**src/rtl/host_port_latch.sv**
```systemverilog
module host_port_latch #(
  parameter int PW   = 8,
  parameter int SYNC = 2
) (
  input  logic          clk,
  input  logic          rst_n,
  input  logic          ld_const,
  input  logic [PW-1:0] const_byte,
  input  logic          ld_split,
  input  logic [PW/2-1:0] acc_nib,
  input  logic [PW/2-1:0] mem_nib,
  input  logic          en_wr,
  input  logic          en_val,
  input  logic          hostbus_n,
  input  logic [3:1]    gin,
  input  logic [PW-1:0] pad_in,
  input  logic          gp0_val,
  output logic [PW-1:0] port_drive,
  output logic          port_oe,
  output logic [PW-1:0] rd_data,
  output logic          host_rd,
  output logic          gp0_drive,
  output logic          gp0_oe
);
  localparam int TOP = SYNC - 1;

  logic [PW-1:0]   q;
  logic            drv_en;
  logic [TOP:0]    rd_sh, cs_sh, wr_sh;
  logic            wr_prev;
  logic            host_mode, wr_rise, host_cap;

  always_ff @(posedge clk or negedge rst_n) begin
    if (!rst_n) begin
      rd_sh   <= '1;
      cs_sh   <= '1;
      wr_sh   <= '1;
      wr_prev <= 1'b1;
    end else begin
      rd_sh   <= {rd_sh[TOP-1:0], gin[1]};
      cs_sh   <= {cs_sh[TOP-1:0], gin[2]};
      wr_sh   <= {wr_sh[TOP-1:0], gin[3]};
      wr_prev <= wr_sh[TOP];
    end
  end

  assign host_mode = !hostbus_n;
  assign wr_rise   = wr_sh[TOP] && !wr_prev;
  assign host_cap  = host_mode && wr_rise && !cs_sh[TOP];

  always_ff @(posedge clk or negedge rst_n) begin
    if (!rst_n)         q <= '0;
    else if (host_cap)  q <= pad_in;
    else if (ld_const)  q <= const_byte;
    else if (ld_split)  q <= {acc_nib, mem_nib};
  end

  always_ff @(posedge clk or negedge rst_n) begin
    if (!rst_n)      drv_en <= 1'b0;
    else if (en_wr)  drv_en <= en_val;
  end

  assign port_drive = q;
  assign port_oe    = drv_en;
  assign rd_data    = pad_in;
  assign host_rd    = host_mode && !rd_sh[TOP] && !cs_sh[TOP];
  assign gp0_oe     = host_mode;
  assign gp0_drive  = host_mode && gp0_val;
endmodule


```
**config.mk**
```make
export PLATFORM = sky130hd
export DESIGN_NAME = host_port_latch
export DESIGN_NICKNAME = d
export VERILOG_FILES = /design/src/rtl/host_port_latch.sv
export SDC_FILE = /design/constraint.sdc
export NUM_CORES = 1
export LEC_CHECK = 0
export BUFFER_PORTS_ARGS = -buffer_cell sky130_fd_sc_hd__buf_4
export CORE_AREA = 5 5 56 46
export CTS_CLUSTER_SIZE = 24
export DETAILED_ROUTE_END_ITERATION = 8
export DIE_AREA = 0 0 61 51
export PLACE_DENSITY = 0.78
export SLEW_MARGIN = 40
export SYNTH_ARGS = -nofsm -noshare
export SYNTH_HDL_FRONTEND = slang
export SYNTH_SLANG_ARGS = --single-unit
export TNS_END_PERCENT = 1
```
**constraint.sdc**
```tcl
create_clock -name clk -period 3.1 [get_ports clk]
set_input_delay 0.155 -clock clk [delete_from_list [all_inputs] [get_ports clk]]
set_output_delay 0.155 -clock clk [all_outputs]
set_load 0.05 [all_outputs]
```
==> results of run 1 <==
==> per-layer routing <==
layer	vias up	routed length, um	part of all wire (%)
met1	288	673	35
met3	2	215	11
met5	-	0	0
met4	0	18	0.95
li1	315	-	-
met2	30	994	52
==> sequential cells by signal, indices dropped and copies added (netlist names) <==
name / count
port_oe: 1
rd_sh: 2
cs_sh: 2
wr_sh: 2
port_drive: 8
wr_prev: 1
==> stage by stage <==
| step | total power, W | instance area (sq um) | std cells |
|---|---|---|---|
| finish | 0.000533 | 1200 | 139 |
| global route | 0.000561 | 1200 | 139 |
| CTS | 0.000541 | 1200 | 139 |
| detailed placement | 0.000431 | 1140 | 131 |
| global placement | 0.000426 | 1140 | 131 |
| floorplan | 0.000359 | 783 | 64 |
==> logic make-up (layout without fill, tap and decap cells) <==
logic type,Yosys count,in the layout,share of synthesized area (%)
and+or+nand+nor,11,11,8.63
AOI/OAI and AO/OA,8,8,5.11
muxes,17,17,23.2
DFF,16,16,52.2
buffers and inverters,12,63,10.9
==> final timing paths <==
path | endpoint | slack [ns] | cells past startpoint
max | port_drive[2] | 1.66 | 2
min | port_drive[4] | 0.09 | 3
max reg2reg | port_drive[2] | 1.66 | 2
min reg2reg | rd_sh[1] | 0.36 | 0
max in group asynchronous | wr_sh[0] | 2.56 | 2
min in group asynchronous | port_drive[0] | 0.28 | 2
==> repair_timing <==
action / 4_1_cts / 5_1_grt
gates resized for setup: 0 / 0
endpoints found under the setup margin: 0 / 0
hold endpoints to repair: 19 / 0
hold buffers: 4 / 0
==> where the power goes <==
part / switching (W) / internal (W) / total, W
clock network: 0.0000547 / 0.0000497 / 0.000104
logic: 0.000111 / 0.0000779 / 0.000189
registers: 0.00000953 / 0.000230 / 0.000240
==> placed cells by master (no fill, tap or decap), drive strengths merged, types with 4 or more instances in the layout <==
cell and count:
buf 54, mux2 9, dfrtp 9, mux2i 8, nand2 8, o21ai 8, dfstp 7, dlygate4sd3 4
clkbuf 4
==> layout make-up <==
cell class                 count  area [sq um]
sequential                    16           409
multi-input combinational     36           289
fill                         167           723
tap                           24          30.0
timing repair buffer          58           445
clock buffer                   4          26.3
inverter                       1          3.75
==> critical path: cells and delay by family, from the launching register on <==
kind | cells | cell delay (ns)
AOI/OAI and AO/OA | 1 | 0.19
and+or+nand+nor | 1 | 0.56
DFF | 1 | 0.54
==> metrics.txt, run 1 <==
post-synthesis instance area a little under 800 sq um; global-route met1 utilization approximately 14%; row count 14; Avg WL per Cell 13.7 um; setup skew after layout approximately 0.01 ns; initial standard-cell utilization of the core 40.6%; start point of the critical path wr_sh[1]; most instantiated flip-flop cell in the synthesis netlist sky130_fd_sc_hd__dfrtp_1; number of synthesized flops with an enable pin 0; antenna violations before repair 0; Core ar. about 1900 sq um; critical path cell sequence nor4b_4 -> o21ai_0; worst slew pin tran 0.671 ns; post-synthesis register bit count 16; total number of clock tree sinks 16; Ys Warns 0; Fmax achieved ~690 MHz; area of the die approximately 3100 sq um; die span in y roughly 51 um; cell area power density between 400 and 500 nW/um^2; stage delay of the slowest cell on the critical path between 0.5 and 0.6 ns; max-slew violation count 0; Max-cap violations 0; Final #Nets 151; startpoint of the tightest hold check path pad_in[4]; leakage power summed over all cells roughly 0.6 nW; Slew headroom ~55%; Cell variety after synth 13; run status complete, no violations; Skew-Pair Late Insertion Delay 0.27 ns; final count of negative-setup-slack endpoints 0; top-level port count 55; synthesized area per cell between 10 and 15 sq um; grt peak-use layer met2; final core utilization a little over three fifths; Critical Path Start Type register; length of the first detailed-routing pass in iterations 2; drt total wl roughly 1900 um; share of flip-flops with an asynchronous set or reset after synthesis 100%; share of the synthesized area in the top cell type 28.8%; data arrival time at the worst-slack endpoint between 1.5 and 2 ns; kind of end point of the critical path register; count of mapped cells out of synthesis 64; top cell type by total area after synthesis sky130_fd_sc_hd__dfrtp_1; worst voltage drop across the vdd grid approximately 0.00025 V; largest net degree at the start of global routing 17; min setup slack post-route approximately 1.7 ns; Via Count 635; CTS tree yes; number of H-tree branching levels 1; cts bufs inserted 3; met3 track demand over resource 3.02%; DRC violations left 0; Port Buf Inserts between 50 and 60; number of antenna diodes 0; gr ovfl total 0; Worst Path Class, Setup reg2reg; final worst path period need 1.44 ns; global-route usage over all layers 12.6%; vias per cell around 4.6; critical-path maximum fanout 16; number of global-route vias before repair 670; sequential share of the synthesized area a little over half; area growth from synthesis to layout 53.7%; post-route antenna net violation count 0; Mapped Nets just under 100; clock slew at reported path FFs 0.09 ns; setup TNS after final layout 0 ns; global-route met2 utilization between 20% and 30%; final hold slack 0.0894 ns; global-route wire length before repair around 2800 um; Die Wd 61 um; largest cells by area after synthesis sky130_fd_sc_hd__dfrtp_1, sky130_fd_sc_hd__dfstp_2, sky130_fd_sc_hd__mux2_2; buffer cell driving the clock tree root sky130_fd_sc_hd__clkbuf_4; pre-CTS setup slack 1.59 ns; startpoint of the worst-slack reg-to-reg timing path wr_sh[1]; clk buf depth 2; most common library cells after synthesis sky130_fd_sc_hd__dfrtp_1, sky130_fd_sc_hd__mux2_2; Final Cycle Share a little under half; path type of the worst min-delay path in2reg; global placement routability congestion approximately 0.67; number of endpoints with negative hold slack in the final report 0; CP max stage cell sky130_fd_sc_hd__nor4b_4; layout cell share with drive strength beyond 1 65.2%; required time of the critical path 3.22 ns; post-CTS setup buffer count 0; setup repair after global routing missed its margin false; number of violations reported at the end of detailed-routing iteration 0 6
Note: power is estimated with default switching activity, not from simulation.
==> inputs of run 2 (changes only) <==
Settings changed: CORE_AREA 5 5 56 46 to 5 5 58 47, DIE_AREA 0 0 61 51 to 0 0 63 52, PLACE_DENSITY 0.78 to 0.74.
Clock period 3.1 ns to 1.39 ns, I/O delays scaled along.
==> metrics.txt, run 2 (synthesized netlist as in run 1, its figures left out) <==
run status complete, no violations; path type of the worst min-delay path in2reg; setup repair after global routing missed its margin false; drt total wl between 2000 and 2500 um; capture point of the worst reg-to-reg path port_drive[4]; number of H-tree branching levels 1; number of endpoints with negative hold slack in the final report 0; Die Wd between 60 and 70 um; pre-CTS setup slack about 0.21 ns; vias per cell approximately 4.5; length of the first detailed-routing pass in iterations 3; antenna violations before repair 0; cts bufs inserted 3; critical-path maximum fanout 16; number of buffers and inverters on the critical path 1; worst slew pin tran ~0.20 ns; half-perimeter wire length after placement about 1600 um; setup skew after layout around 0.0032 ns; global-route usage over all layers roughly an eighth; number of violations reported at the end of detailed-routing iteration 0 6; data arrival time at the worst-slack endpoint about 1.4 ns; Final #Nets 158; worst voltage drop across the vdd grid around 0.00075 V; Non-Filler Cell Area, Final about 1300 sq um; Fmax achieved between 800 and 900 MHz; Worst Reg-to-Reg Cells 3; standard cell area after detailed placement about 1200 sq um; clock slew at reported path FFs ~0.09 ns; Critical Path Start Type register; area taken by multi-input logic gates 294 sq um; Core ar. between 2000 and 2500 sq um; CTS tree yes; cell area power density around 1000 nW/um^2; Slew headroom a little under 90%; Worst Path Class, Setup reg2reg; flop-to-flop setup slack between 0.2 and 0.25 ns; die span in y roughly 52 um; layout cell share with drive strength beyond 1 between 60% and 70%; final core utilization between 50% and 60%; global placement routability congestion approximately 0.63; leakage power summed over all cells 0.626 nW; min setup slack post-route roughly 0.20 ns; CP max stage cell sky130_fd_sc_hd__dfstp_2; number of antenna diodes 0; flip-flop count of the largest register after layout 8; DRC violations left 0; post-route antenna net violation count 0; filler cell count 183; Port Buf Inserts between 50 and 60; required time of the critical path ~1.6 ns; Top Family by Delay on Critical Path flip-flops; most common cell after layout, fill and taps aside sky130_fd_sc_hd__buf_4; final count of negative-setup-slack endpoints 0; startpoint of the worst-slack reg-to-reg timing path wr_sh[1]; total number of clock tree sinks 16; row count 15; top-level port count between 50 and 60; commonest non-fill, non-tap cells in the layout sky130_fd_sc_hd__buf_4, sky130_fd_sc_hd__dlygate4sd3_1, sky130_fd_sc_hd__mux2_2, sky130_fd_sc_hd__dfrtp_1; setup TNS after final layout 0 ns; Via Count between 600 and 700; initial standard-cell utilization of the core 36.3%; number of cells on the worst hold path 3; buffer cell driving the clock tree root sky130_fd_sc_hd__clkbuf_4; critical path cell sequence nor4b_4 -> buf_4 -> o21ai_0; clk buf depth 2; Max-cap violations 0; endpoint of the worst hold-timing path port_drive[7]; Avg WL per Cell between 10 and 15 um; final worst path period need ~1.2 ns; Final Cycle Share a little under nine tenths; area growth from synthesis to layout 64.4%; global-route wire length before repair between 3000 and 4000 um; startpoint of the tightest hold check path pad_in[7]; Skew-Pair Late Insertion Delay around 0.28 ns; Reg area 409 sq um; max-slew violation count 0; area of the die around 3300 sq um; kind of end point of the critical path register; number of global-route vias before repair 695; gr ovfl total 0; largest net degree at the start of global routing 17; stage delay of the slowest cell on the critical path 0.54 ns
-- run 2: worst min-delay path, stage by stage --
cell and delay [ns]:
sky130_fd_sc_hd__buf_4 0.09, sky130_fd_sc_hd__nand2_1 0.04, sky130_fd_sc_hd__o21ai_0 0.06
-- run 2: routing by layer --
| layer | vias to the layer above | global-route usage (%) | part of all wire [%] |
|---|---|---|---|
| li1 | 327 | - | - |
| met1 | 300 | 14.1 | 36 |
| met2 | 28 | 23.0 | 54 |
| met3 | 4 | 5.83 | 8.7 |
| met4 | 0 | 4.24 | 1.4 |
| met5 | - | 0 | 0 |
-- run 2: layout make-up --
| class | instances | share of cell area [%] |
|---|---|---|
| repair buffers | 65 | 39.8 |
| flip-flops and latches | 16 | 31.8 |
| multi-input cells | 36 | 22.8 |
| clock buffers | 4 | 2.82 |
| well taps | 25 | 2.43 |
| inverters | 1 | 0.292 |
-- run 2: worst max path at each step --
stage / cells past startpoint / endpoint / from / slack (ns)
floorplan: 3 / port_drive[0] / port_drive[0] / 0.21
global placement: 3 / port_drive[4] / wr_sh[1] / 0.27
detailed placement: 3 / port_drive[4] / wr_sh[1] / 0.21
CTS: 3 / port_drive[4] / wr_sh[1] / 0.20
global route: 4 / port_drive[7] / wr_sh[1] / 0.12
finish: 3 / port_drive[4] / wr_sh[1] / 0.20
-- run 2: where the power goes --
part / switching (W) / leakage, nW / total (W) / internal, W
combinational: 0.000250 / 0.425 / 0.000436 / 0.000186
clock: 0.000135 / 0.0210 / 0.000295 / 0.000159
sequential: 0.0000223 / 0.179 / 0.000536 / 0.000514
-- run 2: timing repair --
item	CTS	global route
resized for setup	0	0
hold buffers	7	3
setup endpoints to repair	0	0
setup buffers	0	0
endpoints found under the hold margin	22	3
-- run 2: metrics by stage --
step	hold WS [ns]	total power (W)	instances
2_1_floorplan	-0.226	0.000801	64
3_3_place_gp	-0.0654	0.000952	133
3_5_place_dp	-0.0659	0.000963	133
4_1_cts	0.00119	0.00128	144
5_1_grt	0.000966	0.00134	147
6_report	0.00668	0.00127	147
